--- src/rtl/txq_pkg.sv ---
// Package: shared types and address bases for the staged-commit transmit queue.
// Assumes the low address byte selects the queue register.
package txq_pkg;

    // Framing meaning of one register write
    typedef enum logic [2:0] {
        WK_NONE,
        WK_FIRST,
        WK_MID,
        WK_COMMIT,
        WK_FIRST_COMMIT
    } wkind_e;

    // Fault latch state of one queue
    typedef enum logic {
        QS_RUN,
        QS_STUCK
    } qstate_e;

    localparam logic [7:0] ASYNC_BASE = 8'h80;
    localparam logic [7:0] ISO_BASE   = 8'h90;
    localparam logic [7:0] OFF_FIRST  = 8'h00;
    localparam logic [7:0] OFF_MID    = 8'h04;
    localparam logic [7:0] OFF_FCOMM  = 8'h08;
    localparam logic [7:0] OFF_COMMIT = 8'h0C;

endpackage

--- src/rtl/txq_addr_decode.sv ---
// Module: txq_addr_decode
// Turns a register bus write into a framing kind. ISO_MAP picks the map:
// the isochronous map adds an open-and-close address; the asynchronous map
// leaves that offset unmapped. Purely combinational.
// Assumes ADDR_W >= 8; only the low byte is compared.
module txq_addr_decode
    import txq_pkg::*;
#(
    parameter int ISO_MAP = 0,
    parameter int ADDR_W  = 8
) (
    input  logic              wr_en,
    input  logic [ADDR_W-1:0] wr_addr,
    output wkind_e            kind
);

    localparam logic [7:0] BASE = (ISO_MAP != 0) ? ISO_BASE : ASYNC_BASE;

    logic [7:0] low_byte;
    assign low_byte = wr_addr[7:0];

    if (ADDR_W > 8) begin : g_upper
        logic unused_upper;
        assign unused_upper = ^wr_addr[ADDR_W-1:8];
    end

    generate
        if (ISO_MAP != 0) begin : g_iso
            // Isochronous map: four framing addresses
            always_comb begin
                kind = WK_NONE;
                if (wr_en) begin
                    if (low_byte == BASE + OFF_FIRST)       kind = WK_FIRST;
                    else if (low_byte == BASE + OFF_MID)    kind = WK_MID;
                    else if (low_byte == BASE + OFF_FCOMM)  kind = WK_FIRST_COMMIT;
                    else if (low_byte == BASE + OFF_COMMIT) kind = WK_COMMIT;
                end
            end
        end else begin : g_async
            // Asynchronous map: open, append, close
            always_comb begin
                kind = WK_NONE;
                if (wr_en) begin
                    if (low_byte == BASE + OFF_FIRST)       kind = WK_FIRST;
                    else if (low_byte == BASE + OFF_MID)    kind = WK_MID;
                    else if (low_byte == BASE + OFF_COMMIT) kind = WK_COMMIT;
                end
            end
        end
    endgenerate

endmodule

--- src/rtl/txq_store.sv ---
// Module: txq_store
// Storage array: one data quadlet plus a packet-end bit per slot.
// Single write port, asynchronous read port. Slots are not reset; the
// controller never exposes an unwritten slot as valid.
module txq_store #(
    parameter int DATA_W = 32,
    parameter int DEPTH  = 16,
    localparam int AW    = $clog2(DEPTH)
) (
    input  logic              clk,
    input  logic              we,
    input  logic [AW-1:0]     waddr,
    input  logic [DATA_W-1:0] wdata,
    input  logic              wlast,
    input  logic [AW-1:0]     raddr,
    output logic [DATA_W-1:0] rdata,
    output logic              rlast
);

    logic [DATA_W:0] slots [DEPTH];

    // Capture an accepted quadlet with its packet-end mark
    always_ff @(posedge clk) begin
        if (we) slots[waddr] <= {wlast, wdata};
    end

    // Present the head slot to the transmitter
    always_comb begin
        rdata = slots[raddr][DATA_W-1:0];
        rlast = slots[raddr][DATA_W];
    end

endmodule

--- src/rtl/txq_frame_ctrl.sv ---
// Module: txq_frame_ctrl
// Pointer and framing control. Holds raw write, commit and read pointers
// (one wrap bit each), the open-packet flag, the stuck latch, the sticky
// overflow flag and the arbitration pulse.
// Assumes DEPTH is a power of two. Fullness is judged against the read
// pointer before the edge, so a pop in the same cycle frees no slot yet.
module txq_frame_ctrl
    import txq_pkg::*;
#(
    parameter int DEPTH = 16,
    localparam int AW   = $clog2(DEPTH),
    localparam int PW   = AW + 1
) (
    input  logic          clk,
    input  logic          rst_n,
    input  logic          clr,
    input  wkind_e        kind,
    input  logic          rd_en,
    output logic          mem_we,
    output logic [AW-1:0] mem_waddr,
    output logic          mem_wlast,
    output logic [AW-1:0] mem_raddr,
    output logic          rd_valid,
    output logic          empty,
    output logic          arb_req,
    output logic          stuck,
    output logic          overflow
);

    logic [PW-1:0] wptr_q, cptr_q, rptr_q;
    logic          open_q, ovf_q, arb_q;
    qstate_e       state_q;

    logic          is_first, is_commit, is_cont, active;
    logic [PW-1:0] wbase;
    logic          full, misuse, accept, drop;
    logic          comm_empty, head_ok, popping, underflow;

    // Classify the write and decide whether it is accepted
    always_comb begin
        is_first   = (kind == WK_FIRST) || (kind == WK_FIRST_COMMIT);
        is_commit  = (kind == WK_COMMIT) || (kind == WK_FIRST_COMMIT);
        is_cont    = (kind == WK_MID) || (kind == WK_COMMIT);
        active     = (kind != WK_NONE) && (state_q == QS_RUN) && !clr;
        wbase      = is_first ? cptr_q : wptr_q;
        full       = (wbase - rptr_q) == PW'(DEPTH);
        misuse     = active && is_cont && !open_q;
        accept     = active && !misuse && !full;
        drop       = active && !misuse && full;
        comm_empty = (cptr_q == rptr_q);
        head_ok    = !comm_empty && (state_q == QS_RUN);
        popping    = rd_en && head_ok && !clr;
        underflow  = rd_en && comm_empty && (state_q == QS_RUN) && !clr;
    end

    // Update pointers, framing flag, fault latch and flags
    always_ff @(posedge clk) begin
        if (!rst_n || clr) begin
            wptr_q  <= '0;
            cptr_q  <= '0;
            rptr_q  <= '0;
            open_q  <= 1'b0;
            ovf_q   <= 1'b0;
            arb_q   <= 1'b0;
            state_q <= QS_RUN;
        end else begin
            arb_q <= accept && is_commit && comm_empty;
            if (popping) rptr_q <= rptr_q + PW'(1);
            if (accept) begin
                wptr_q <= wbase + PW'(1);
                if (is_commit) begin
                    cptr_q <= wbase + PW'(1);
                    open_q <= 1'b0;
                end else begin
                    open_q <= 1'b1;
                end
            end
            if (drop) ovf_q <= 1'b1;
            if (misuse || underflow) state_q <= QS_STUCK;
        end
    end

    // Drive storage and status outputs
    always_comb begin
        mem_we    = accept;
        mem_waddr = wbase[AW-1:0];
        mem_wlast = is_commit;
        mem_raddr = rptr_q[AW-1:0];
        rd_valid  = head_ok;
        empty     = comm_empty;
        arb_req   = arb_q;
        stuck     = (state_q == QS_STUCK);
        overflow  = ovf_q;
    end

endmodule

--- src/rtl/txq_commit_fifo.sv ---
// Module: txq_commit_fifo (top)
// Staged-commit transmit queue: register bus writes carry framing in the
// address, a commit releases a whole packet to the read side, faults latch
// a stuck state until clr_fifo. ISO_MAP selects the address map.
// Assumes DEPTH is a power of two and ADDR_W >= 8.
module txq_commit_fifo #(
    parameter int ISO_MAP = 0,
    parameter int DATA_W  = 32,
    parameter int DEPTH   = 16,
    parameter int ADDR_W  = 8
) (
    input  logic              clk,
    input  logic              rst_n,
    input  logic              wr_en,
    input  logic [ADDR_W-1:0] wr_addr,
    input  logic [DATA_W-1:0] wr_data,
    input  logic              clr_fifo,
    input  logic              rd_en,
    output logic [DATA_W-1:0] rd_data,
    output logic              rd_valid,
    output logic              rd_last,
    output logic              empty,
    output logic              arb_req,
    output logic              stuck,
    output logic              overflow
);

    localparam int AW = $clog2(DEPTH);

    txq_pkg::wkind_e kind;
    logic            mem_we, mem_wlast;
    logic [AW-1:0]   mem_waddr, mem_raddr;

    txq_addr_decode #(.ISO_MAP(ISO_MAP), .ADDR_W(ADDR_W)) u_dec (
        .wr_en   (wr_en),
        .wr_addr (wr_addr),
        .kind    (kind)
    );

    txq_frame_ctrl #(.DEPTH(DEPTH)) u_ctrl (
        .clk       (clk),
        .rst_n     (rst_n),
        .clr       (clr_fifo),
        .kind      (kind),
        .rd_en     (rd_en),
        .mem_we    (mem_we),
        .mem_waddr (mem_waddr),
        .mem_wlast (mem_wlast),
        .mem_raddr (mem_raddr),
        .rd_valid  (rd_valid),
        .empty     (empty),
        .arb_req   (arb_req),
        .stuck     (stuck),
        .overflow  (overflow)
    );

    txq_store #(.DATA_W(DATA_W), .DEPTH(DEPTH)) u_store (
        .clk   (clk),
        .we    (mem_we),
        .waddr (mem_waddr),
        .wdata (wr_data),
        .wlast (mem_wlast),
        .raddr (mem_raddr),
        .rdata (rd_data),
        .rlast (rd_last)
    );

endmodule

--- config.mk ---
export PLATFORM = sky130hd
export DESIGN_NAME = txq_commit_fifo
export DESIGN_NICKNAME = d
export VERILOG_FILES = /design/src/rtl/txq_pkg.sv /design/src/rtl/txq_addr_decode.sv /design/src/rtl/txq_store.sv /design/src/rtl/txq_frame_ctrl.sv /design/src/rtl/txq_commit_fifo.sv
export SDC_FILE = /design/constraint.sdc
export NUM_CORES = 1
export LEC_CHECK = 0
export CAP_MARGIN = 20
export CORE_MARGIN = 2
export CORE_UTILIZATION = 60
export CTS_BUF_LIST = sky130_fd_sc_hd__clkbuf_8 sky130_fd_sc_hd__clkbuf_16
export DETAILED_ROUTE_END_ITERATION = 10
export PLACE_DENSITY_LB_ADDON = 0.12
export SLEW_MARGIN = 20
export SYNTH_ARGS = -nofsm -noshare
export SYNTH_HDL_FRONTEND = slang
export SYNTH_SLANG_ARGS = --single-unit
--- constraint.sdc ---
create_clock -name clk -period 6.3 [get_ports clk]
set_input_delay 1.575 -clock clk [delete_from_list [all_inputs] [get_ports clk]]
set_output_delay 1.575 -clock clk [all_outputs]
set_load 0.05 [all_outputs]
==> results of run 1 <==
## through the flow
step | cell area [um^2] | power (mW)
6_report | 24600 | 6.99
5_1_grt | 24600 | 7.21
4_1_cts | 24600 | 7.06
3_5_place_dp | 23000 | 4.17
3_3_place_gp | 23000 | 4.17
2_1_floorplan | 21400 | 4.10
## routing by layer
layer	up-vias	routed length (um)
li1	4123	-
met1	5086	17400
met2	319	20700
met3	54	2350
met4	0	699
met5	-	0
## cells in the final DEF (no fill, tap or decap), types with 3 or more instances in the layout
cell type,count
o21ai_0,5
bufinv_16,3
nand3_1,6
clkbuf_16,53
nand2b_1,8
nor2_1,14
ha_1,9
clkinv_1,12
inv_1,19
and3_2,16
clkdlybuf4s50_1,82
nor2b_1,3
mux2i_1,11
mux4_2,165
xnor2_1,5
dfxtp_4,4
clkinv_2,10
buf_12,14
nand2_1,20
edfxtp_1,528
buf_4,19
xor2_1,8
dfxtp_1,19
## worst reg2reg max path: stages (launching register included)
cell	delay, ns
dfxtp_1	0.35
mux2_2	0.32
ha_1	0.31
nor2b_1	0.15
o21ai_1	0.27
o21ai_0	0.15
and3_1	0.25
a21boi_4	0.36
buf_4	0.24
and3_2	0.20
buf_4	0.31
## area by class of cell
class	count	area share, %
Clock buffer	53	5.40
Sequential cell	551	66.4
Inverter	8	0.122
Timing Repair Buffer	115	5.06
Clock inverter	40	1.04
Tap cell	461	2.35
Multi-Input combinational cell	307	19.6
## power groups by stage
| stage | clock network (mW) | logic (mW) | registers, mW |
|---|---|---|---|
| 2_1_floorplan | 0 | 0.00774 | 4.09 |
| 3_3_place_gp | 0 | 0.0822 | 4.09 |
| 3_5_place_dp | 0 | 0.0854 | 4.09 |
| 4_1_cts | 2.96 | 0.0854 | 4.01 |
| 5_1_grt | 3.11 | 0.0926 | 4.00 |
| 6_report | 2.90 | 0.0844 | 4.01 |
## cells by family (layout without fill, tap and decap cells)
logic type               Yosys count  in the layout  share of synthesized area [%]
flip-flops                       551            551                           76.2
multiplexers                     179            179                           18.0
AND/OR/NAND/NOR                   83             83                           2.25
buffers and inverters             55            216                           1.41
AO/OA/AOI/OAI                     21             21                          0.877
XOR/XNOR                          15             15                          0.684
adder cells (fa/ha/maj)            9              9                          0.526
## flip-flops by register name, indices dropped and copies added, names as in the netlist, named ones only
signal	flops
u_ctrl.overflow	1
u_store.slots	528
u_ctrl.arb_req	1
u_ctrl.wptr_q	5
u_ctrl.open_q	1
u_ctrl.cptr_q	5
u_ctrl.stuck	1
u_ctrl.rptr_q	5
## worst max-delay path by stage
| stage | depth (start not counted) | slack (ns) | to |
|---|---|---|---|
| after global routing | 4 | 0.98 | rd_data[24] |
| after detailed placement | 13 | 0.65 | u_store.slots[7][17] |
| final | 4 | 1.16 | rd_data[24] |
| after floorplan | 12 | 1.03 | u_store.slots[7][0] |
| after global placement | 13 | 0.80 | u_store.slots[5][17] |
| after CTS | 4 | 1.05 | rd_data[24] |
## cell usage after synthesis, types with 2 or more instances
library cell    n  area (um^2)
and3_1         17          106
buf_1           4         15.0
buf_2           9         45.0
buf_6          11          124
clkbuf_1       22         82.6
dfxtp_1        23          460
edfxtp_1      528        15900
ha_1            9          113
inv_1           7         26.3
mux2_2          2         22.5
mux2i_1        11          110
mux4_2        165         3720
nand2_1        20         75.1
nand2b_1        8         50.1
nand3_1         6         30.0
nand3b_1        2         15.0
nand4_1         2         12.5
nor2_1         15         56.3
nor2b_1         4         25.0
o211ai_1        2         15.0
o21ai_0         5         25.0
xnor2_1         5         43.8
xor2_1          8         70.1
==> impl_summary.txt, run 1 <==
----------------------------------------------------
[Cells and area]
  Storage element area ... 16300 um^2
  Area growth from synthesis to final layout ... 14.8%
  Inserted Diodes ... 0
  Number of fill cells ... 2115
  Area of the multi-input gates ... 4810 um^2
  Total Nets Final ... 1089
  Final cell count without fillers ... 1535
  Share of post-route cells with drive strength above 1 ... 28.3%
  Final core utilization ... 69.6%

[Worst setup path]
  Max Fanout on Critical Path ... 32
  Cell with the most instances on the worst path ... mux4_2
  Data required time of the worst path ... 4.72 ns
  Slowest CP cell ... clkdlybuf4s50_1
  Endpoint of the worst register-to-register path ... u_store.slots[7][13]
  Critical path startpoint category ... flip-flop
  Buffering stage count on the worst path with inverters included ... 2
  R2R Path Start ... u_ctrl.cptr_q[1]
  Arrival time of data at the critical path endpoint ... 3.56 ns
  Reg-to-reg setup timing slack ... 3.03 ns
  Logic depth of the worst register-to-register path ... 10
  Setup Crit Path Kind ... flip-flop to primary output
  Gate family responsible for the most delay along the worst path ... buffers and inverters
  Peak per-stage delay on the critical path ... 0.72 ns
  Crit end category ... primary output
  Series of cell instances along the critical path ... buf_4, mux4_2, mux4_2, clkdlybuf4s50_1

[STA]
  Max transition margin ... 44.7%
  Final count of pins violating max slew ... 0
  Slew at the pin with the worst max-slew slack ... 0.830 ns
  Period utilisation layout ... 81.5%
  Unrepaired setup endpoints after global routing ... false
  Summed negative setup slack over all endpoints ... 0 ns
  Clock skew ... 0.0124 ns
  Final-layout worst hold slack ... 0.484 ns
  Worst Setup Slack, final ... 1.16 ns
  Final hold violations ... 0
  Min cycle time layout ... 5.14 ns
  Achievable clock frequency ... 195 MHz
  Setup violation total in the final timing report ... 0

[Pwr]
  Power density over the cells ... 285 nW/um^2
  Internal power ... 5.67 mW
  VDD IR max ... 0.000249 V
  Fraction of power spent switching nets ... 18.9%
  Switching power of the nets ... 1.32 mW
  Leakage power ... 7.65 nW
  Part of the power in combinational logic ... 1.2%
  Register share of total power ... 57.3%
  Clock share of power ... 41.5%

[Placed design]
  HPWL after detailed placement ... 23400 um
  Number of placed instances, taps included ... 1442
  Port bufs ... 82
  Post-placement setup slack ... 0.650 ns
  Routability-driven placement congestion ratio ... 0.761

[Routing]
  Vias post-DR ... 9582
  Routed Antenna Nets ... 0
  DRC viols ... 0
  Mean routed wirelength per cell ... 26.8 um
  Pre-Repair DR Iteration Count ... 6
  Number of DRC violations after detailed-routing iteration 0 ... 748
  Number of vias per cell after detailed routing ... 6.24
  Total detailed-routing wirelength ... 41100 um

[Logic synthesis]
  Nets in the synthesized netlist ... 967
  Number of enable-type register cells in the synthesized netlist ... 528
  Average footprint of a synthesized cell ... 23.4 um^2
  Cell count after synthesis ... 913
  Syn Std Cell Area ... 21400 um^2
  Sequential element share of the synthesized area ... 76.2%
  Async set or reset register ratio after synthesis ... 0%
  Yosys reg bits ... 551
  Predominant post-synthesis flop cell ... edfxtp_1
  Number of warnings printed during yosys synthesis ... 0
  Count of cell types in the netlist ... 51

[Clocking]
  Number of gates resized after cts ... 0
  Clock network latency to the later pin of the worst-skew pair ... 0.58 ns
  H-tree levels ... 2
  Maximum buffer depth of the clock tree ... 3
  Num Clock Sinks ... 551
  Post-CTS Hold Fix Bufs ... 0
  Clk slew on worst S/H paths ... 0.06 ns
  TritonCTS clock tree ... built
  Clk Tree Root Cell ... clkbuf_16
  TritonCTS Buffers ... 52
  Post-CTS Setup Bufs ... 0

[GRT]
  Maximum number of pins on one net before global-route repair ... 57
  Met3 GRT Util ... 4.24%
  Met2 demand-to-capacity share in global routing ... 37.2%
  Number of global-route vias before repair ... 9785
  First-pass GRT wire length ... 61600 um
  Peak-usage layer in the global routing report ... met2
  Fraction of met1 tracks used by global routing ... 33.6%
  Overall routing resource usage ... 23.1%
  Initial antenna violation count ... 0
  GR Overflow Total ... 0

[Floorplan]
  Horiz. Die Dim ... 193 um
  Starting utilization of the core area ... 60.6%
  Floorplan die height ... 193 um
  Placeable Area ... 35300 um^2
  Top-level port count ... 83
  Number of placement rows ... 69
  Die Area ... 37200 um^2

[Run status]
  Outcome ... finished, final reports clean

[Worst hold path]
  Hold path startpoint ... u_ctrl.wptr_q[1]
  Class of the tightest hold or removal check ... flip-flop to flip-flop
  Hold path cells ... 2
  Hold EP ... u_ctrl.wptr_q[1]

[Job]
  Number of max-cap violations ... 0

----------------------------------------------------
Power figures use the tool's default switching activity.
==> run 2: changes to the inputs <==
--- a/config.mk
+++ b/config.mk
@@ -7,7 +7,7 @@
 export LEC_CHECK = 0
 export CAP_MARGIN = 20
 export CORE_MARGIN = 2
-export CORE_UTILIZATION = 60
+export CORE_UTILIZATION = 55
 export CTS_BUF_LIST = sky130_fd_sc_hd__clkbuf_8 sky130_fd_sc_hd__clkbuf_16
 export DETAILED_ROUTE_END_ITERATION = 10
 export PLACE_DENSITY_LB_ADDON = 0.12
==> constraint.sdc (replaced) <==
create_clock -name clk -period 4.2 [get_ports clk]
set_input_delay 1.05 -clock clk [delete_from_list [all_inputs] [get_ports clk]]
set_output_delay 1.05 -clock clk [all_outputs]
set_load 0.05 [all_outputs]
==> run 2 against run 1 <==
Compared with the run above:
- combinational power increased by 67%
- critical path depth increased by 1
- sequential power grew 50%
- first-iteration DRC count increased by 1.1%
- cell area is 3.0% higher
- power increased by 56%
- global-route usage grew 0.51 points
==> impl_summary.txt, run 2 (synthesized netlist as in run 1, its figures left out) <==
----------------------------------------------------
[Run status]
  Outcome ... finished, final reports clean (unchanged)

[Worst setup path]
  Arrival time of data at the critical path endpoint ... 3.01 ns (was 3.56 ns)
  Slowest CP cell ... mux4_2 (was clkdlybuf4s50_1)
  Crit end category ... primary output (unchanged)
  Data required time of the worst path ... 3.15 ns (was 4.72 ns)
  Critical path startpoint category ... flip-flop (unchanged)
  Cell with the most instances on the worst path ... mux4_2 (unchanged)
  Series of cell instances along the critical path ... buf_12, buf_6, mux4_2, mux4_2, buf_4 (was buf_4, mux4_2, mux4_2, clkdlybuf4s50_1)
  Peak per-stage delay on the critical path ... 0.60 ns (was 0.72 ns)
  Setup Crit Path Kind ... flip-flop to primary output (unchanged)
  Gate family responsible for the most delay along the worst path ... multiplexers (was buffers and inverters)
  Buffering stage count on the worst path with inverters included ... 3 (was 2)
  Max Fanout on Critical Path ... 19 (was 32)

[Placed design]
  Post-placement setup slack ... -0.377 ns (was 0.650 ns)
  Port bufs ... 82 (unchanged)
  Area of placed instances ... 23600 um^2 (was 23000 um^2)
  Number of placed instances, taps included ... 1544 (was 1442)
  Routability-driven placement congestion ratio ... 0.783 (was 0.761)
  HPWL after detailed placement ... 29800 um (was 23400 um)

[Cells and area]
  Area growth from synthesis to final layout ... 18.3% (was 14.8%)
  Final cell count without fillers ... 1646 (was 1535)
  Storage element area ... 16300 um^2 (about the same)
  Share of post-route cells with drive strength above 1 ... 33.6% (was 28.3%)
  Largest register by flop count ... u_store.slots (unchanged)
  Most used cells in the layout excluding fill and tap cells ... edfxtp_1, mux4_2, buf_4 (was edfxtp_1, mux4_2, clkdlybuf4s50_1)
  Number of fill cells ... 2538 (was 2115)
  Flip-flop count of the largest register, all copies and words added ... 528 (unchanged)
  Final standard cell area without fillers ... 25300 um^2 (was 24600 um^2)
  Area of the multi-input gates ... 4830 um^2 (was 4810 um^2)
  Most common library cell in the layout ignoring fill and taps ... edfxtp_1 (unchanged)
  Total Nets Final ... 1137 (was 1089)
  Inserted Diodes ... 0 (unchanged)

[Routing]
  Mean routed wirelength per cell ... 28.0 um (was 26.8 um)
  Number of vias per cell after detailed routing ... 5.95 (was 6.24)
  DRC viols ... 0 (unchanged)
  Total detailed-routing wirelength ... 46100 um (was 41100 um)
  Vias post-DR ... 9796 (was 9582)
  Pre-Repair DR Iteration Count ... 5 (was 6)
  Number of DRC violations after detailed-routing iteration 0 ... 756 (was 748)
  Routed Antenna Nets ... 0 (unchanged)

[Job]
  Number of max-cap violations ... 0 (unchanged)

[GRT]
  First-pass GRT wire length ... 68400 um (was 61600 um)
  Initial antenna violation count ... 0 (unchanged)
  GR Overflow Total ... 0 (unchanged)
  Number of global-route vias before repair ... 10100 (was 9785)
  Maximum number of pins on one net before global-route repair ... 37 (was 57)
  Overall routing resource usage ... 23.6% (was 23.1%)

[Pwr]
  VDD IR max ... 0.000432 V (was 0.000249 V)
  Post-layout power ... 10.9 mW (was 6.99 mW)
  Power density over the cells ... 432 nW/um^2 (was 285 nW/um^2)
  Leakage power ... 8.05 nW (was 7.65 nW)

[STA]
  Worst Setup Slack, final ... 0.138 ns (was 1.16 ns)
  Achievable clock frequency ... 246 MHz
  Final-layout worst hold slack ... 0.491 ns (was 0.484 ns)
  Final count of pins violating max slew ... 0 (unchanged)
  Unrepaired setup endpoints after global routing ... false (unchanged)
  Period utilisation layout ... 96.7%
  Slew at the pin with the worst max-slew slack ... 0.814 ns (was 0.830 ns)
  Final hold violations ... 0 (unchanged)
  Clock skew ... 0.0269 ns (was 0.0124 ns)
  Setup violation total in the final timing report ... 0 (unchanged)
  Min cycle time layout ... 4.06 ns
  Max transition margin ... 45.8% (was 44.7%)

[Floorplan]
  Top-level port count ... 83 (unchanged)
  Number of placement rows ... 72 (was 69)
  Placeable Area ... 38600 um^2 (was 35300 um^2)
  Horiz. Die Dim ... 201 um (was 193 um)
  Die Area ... 40500 um^2 (was 37200 um^2)
  Starting utilization of the core area ... 55.5% (was 60.6%)
  Floorplan die height ... 201 um (was 193 um)

[Clocking]
  H-tree levels ... 2 (unchanged)
  Clk Tree Root Cell ... clkbuf_16 (unchanged)
  TritonCTS clock tree ... built (unchanged)
  TritonCTS Buffers ... 54 (was 52)
  Num Clock Sinks ... 551 (unchanged)
  Maximum buffer depth of the clock tree ... 3 (unchanged)
  Clk slew on worst S/H paths ... 0.06 ns (about the same)
  Post-CTS Hold Fix Bufs ... 0 (unchanged)
  Clock network latency to the later pin of the worst-skew pair ... 0.61 ns (was 0.58 ns)

[Worst hold path]
  Class of the tightest hold or removal check ... flip-flop to flip-flop (unchanged)

----------------------------------------------------
==> run 2: cell count changes in the layout (fill, tap and decap cells not counted), sizes merged, moves of 4 or more <==
| cell | change |
|---|---|
| buf | +68 |
| clkdlybuf4s50 | -33 |
| dlygate4sd2 | +11 |
| bufinv | +4 |
| clkinv | +4 |
==> run 2: final cells by class <==
type,count,area share (%)
flip-flops and latches,551,64.5
repair buffers,161,6.87
multi-input cells,307,19.1
inverters,8,0.119
well taps,518,2.56
clock inverters,47,1.59
clock buffers,54,5.34
==> run 2: worst paths after layout <==
path	from	to	slack, ns	cells past startpoint
setup / recovery	flip-flop	rd_data[15]	0.14	5
hold / removal	u_ctrl.wptr_q[0]	u_ctrl.wptr_q[0]	0.49	2
setup reg to reg	u_ctrl.cptr_q[3]	u_store.slots[0][25]	1.25	10
hold reg to reg	u_ctrl.wptr_q[0]	u_ctrl.wptr_q[0]	0.49	2
==> run 2: worst min-delay path: stages (launching register included) <==
cell and delay (ns):
dfxtp_1 0.33, nand2_1 0.06, mux2i_1 0.06
==> run 2: repair_timing <==
action,CTS,global route
buffers inserted,0,1
gates resized for setup,13,0
pin swaps,0,1
setup endpoints to repair,19,57
==> run 2: where the power goes <==
group          internal (mW)  switching (mW)
clock network           2.77            2.01
registers               6.01        0.000759
logic                 0.0432          0.0978
total                   8.82            2.11
==> run 2: layer usage <==
layer	up-vias	part of all wire, %	track usage, %
li1	4223	-	-
met1	5204	39	30.2
met2	278	53	40.5
met3	91	4.2	3.37
met4	0	4.3	10.9
met5	-	0	0
==> run 2: metrics by stage <==
stage	setup TNS, ns	util (%)
2_1_floorplan	-44.47	-
3_3_place_gp	-159.94	61.1
3_5_place_dp	-183.43	61.1
4_1_cts	0	65.6
5_1_grt	0	65.7
6_report	0	65.7
==> run 3: changes to the inputs <==
--- a/config.mk
+++ b/config.mk
@@ -11,6 +11,7 @@
 export CTS_BUF_LIST = sky130_fd_sc_hd__clkbuf_8 sky130_fd_sc_hd__clkbuf_16
 export DETAILED_ROUTE_END_ITERATION = 10
 export PLACE_DENSITY_LB_ADDON = 0.12
+export SKIP_CTS_REPAIR_TIMING = 1
 export SLEW_MARGIN = 20
 export SYNTH_ARGS = -nofsm -noshare
 export SYNTH_HDL_FRONTEND = slang
==> run 3 against run 2 <==
Compared with the run above:
- clock power about the same
- largest power group unchanged
- clock-buffer cell count unchanged
- critical path type unchanged
- die area unchanged
==> impl_summary.txt, run 3 (synthesized netlist as in run 1, its figures left out) <==
----------------------------------------------------
[Pwr]
  Post-layout power ... 10.9 mW (about the same)
  Part of the power in combinational logic ... 1.3% (about the same)
  Fraction of power spent switching nets ... 19.3% (about the same)
  Register share of total power ... 55.0% (about the same)
  Internal power ... 8.82 mW (about the same)
  Clock share of power ... 43.7% (about the same)
  Leakage power ... 8.14 nW (was 8.05 nW)
  Switching power of the nets ... 2.11 mW (about the same)
  VDD IR max ... 0.000430 V (was 0.000432 V)
  Power density over the cells ... 431 nW/um^2 (was 432 nW/um^2)

[Worst setup path]
  Setup Crit Path Kind ... flip-flop to primary output (unchanged)
  Data required time of the worst path ... 3.15 ns (about the same)
  Critical path startpoint category ... flip-flop (unchanged)
  Crit end category ... primary output (unchanged)
  Slowest CP cell ... mux4_2 (unchanged)
  Max Fanout on Critical Path ... 19 (unchanged)
  Cell with the most instances on the worst path ... mux4_2 (unchanged)
  Peak per-stage delay on the critical path ... 0.61 ns (was 0.60 ns)
  Series of cell instances along the critical path ... buf_12, buf_6, mux4_2, mux4_2, buf_4 (unchanged)
  R2R Path Start ... u_ctrl.wptr_q[3] (was u_ctrl.cptr_q[3])
  Arrival time of data at the critical path endpoint ... 3.01 ns (about the same)

[Routing]
  Mean routed wirelength per cell ... 28.0 um (about the same)
  DRC viols ... 0 (unchanged)
  Pre-Repair DR Iteration Count ... 5 (unchanged)
  Routed Antenna Nets ... 0 (unchanged)
  Number of DRC violations after detailed-routing iteration 0 ... 730 (was 756)
  Vias post-DR ... 9863 (was 9796)
  Total detailed-routing wirelength ... 46000 um (was 46100 um)
  Number of vias per cell after detailed routing ... 5.99 (was 5.95)

[GRT]
  GR Overflow Total ... 0 (unchanged)
  First-pass GRT wire length ... 68400 um (unchanged)
  Maximum number of pins on one net before global-route repair ... 37 (unchanged)
  Number of global-route vias before repair ... 10100 (about the same)
  Initial antenna violation count ... 0 (unchanged)
  Overall routing resource usage ... 23.6% (about the same)

[STA]
  Achievable clock frequency ... 246 MHz (about the same)
  Unrepaired setup endpoints after global routing ... false (unchanged)
  Clock skew ... 0.0292 ns (was 0.0269 ns)
  Period utilisation layout ... 96.8% (was 96.7%)
  Final count of pins violating max slew ... 0 (unchanged)
  Final hold violations ... 0 (unchanged)
  Setup violation total in the final timing report ... 0 (unchanged)
  Slew at the pin with the worst max-slew slack ... 0.820 ns (was 0.814 ns)
  Summed negative setup slack over all endpoints ... 0 ns (unchanged)
  Min cycle time layout ... 4.06 ns (about the same)
  Max transition margin ... 45.3% (was 45.8%)
  Worst Setup Slack, final ... 0.136 ns (was 0.138 ns)

[Clocking]
  TritonCTS Buffers ... 54 (unchanged)
  Clk slew on worst S/H paths ... 0.06 ns (about the same)
  Clk Tree Root Cell ... clkbuf_16 (unchanged)
  TritonCTS clock tree ... built (unchanged)
  Clock network latency to the later pin of the worst-skew pair ... 0.61 ns (about the same)
  Num Clock Sinks ... 551 (unchanged)
  Maximum buffer depth of the clock tree ... 3 (unchanged)
  H-tree levels ... 2 (unchanged)

[Placed design]
  HPWL after detailed placement ... 29800 um (unchanged)
  Port bufs ... 82 (unchanged)
  Number of placed instances, taps included ... 1544 (unchanged)
  Post-placement setup slack ... -0.377 ns (unchanged)
  Area of placed instances ... 23600 um^2 (unchanged)
  Routability-driven placement congestion ratio ... 0.783 (unchanged)

[Floorplan]
  Placeable Area ... 38600 um^2 (unchanged)
  Die Area ... 40500 um^2 (unchanged)
  Horiz. Die Dim ... 201 um (unchanged)
  Top-level port count ... 83 (unchanged)
  Starting utilization of the core area ... 55.5% (unchanged)
  Floorplan die height ... 201 um (unchanged)
  Number of placement rows ... 72 (unchanged)

[Cells and area]
  Most common library cell in the layout ignoring fill and taps ... edfxtp_1 (unchanged)
  Area growth from synthesis to final layout ... 18.5% (was 18.3%)
  Largest register by flop count ... u_store.slots (unchanged)
  Total Nets Final ... 1137 (unchanged)
  Area of the multi-input gates ... 4830 um^2 (unchanged)
  Final standard cell area without fillers ... 25400 um^2 (was 25300 um^2)
  Inserted Diodes ... 0 (unchanged)
  Storage element area ... 16300 um^2 (unchanged)
  Share of post-route cells with drive strength above 1 ... 33.6% (unchanged)
  Number of fill cells ... 2532 (was 2538)
  Most used cells in the layout excluding fill and tap cells ... edfxtp_1, mux4_2, buf_4 (unchanged)
  Final cell count without fillers ... 1646 (unchanged)
  Flip-flop count of the largest register, all copies and words added ... 528 (unchanged)

[Worst hold path]
  Hold path startpoint ... u_ctrl.wptr_q[0] (unchanged)
  Class of the tightest hold or removal check ... flip-flop to flip-flop (unchanged)

[Run status]
  Outcome ... finished, final reports clean (unchanged)

[Job]
  Number of max-cap violations ... 0 (unchanged)

----------------------------------------------------
-- run 3: changes by cell type in the layout (fill, tap and decap cells not counted) --
cell,before,now
dlygate4sd2_1,11,0
dlymetal6s2s_1,0,11
-- run 3: per-layer routing --
layer  global-route usage (%)  routed length (um)
met5                        0                   0
met4                     10.9                2020
met3                     3.37                2130
met2                     40.5               24300
met1                     30.2               17600
-- run 3: through the flow --
step	utilization [%]	hold WS [ns]
after global placement	61.1	0.462
after floorplan	-	0.445
final	65.8	0.487
after CTS	65.6	0.485
after detailed placement	61.1	0.476
after global routing	65.8	0.512
-- run 3: worst paths after layout --
path	end	slack, ns	cells past startpoint
max	rd_data[15]	0.14	5
min	u_ctrl.wptr_q[0]	0.49	2
max reg2reg	u_store.slots[0][25]	1.25	10
min reg2reg	u_ctrl.wptr_q[0]	0.49	2
-- run 3: critical path: cells and delay by family (launching register included) --
family	cells	cell delay (ns)
multiplexers	2	1.14
buffers and inverters	3	0.73
flip-flops	1	0.52
-- run 3: cell type report --
cell class | count | share of cell area (%)
sequential | 551 | 64.4
multi-input combinational | 307 | 19.0
timing repair buffer | 161 | 7.02
clock buffer | 54 | 5.33
tap | 518 | 2.56
clock inverter | 47 | 1.59
inverter | 8 | 0.118
-- run 3: power by group through the flow --
| stage | sequential, mW | combinational [mW] | clock [mW] |
|---|---|---|---|
| 2_1_floorplan | 6.13 | 0.0116 | 0 |
| 3_3_place_gp | 6.13 | 0.140 | 0 |
| 3_5_place_dp | 6.13 | 0.144 | 0 |
| 4_1_cts | 6.01 | 0.143 | 4.86 |
| 5_1_grt | 6.01 | 0.152 | 5.07 |
| 6_report | 6.01 | 0.141 | 4.78 |
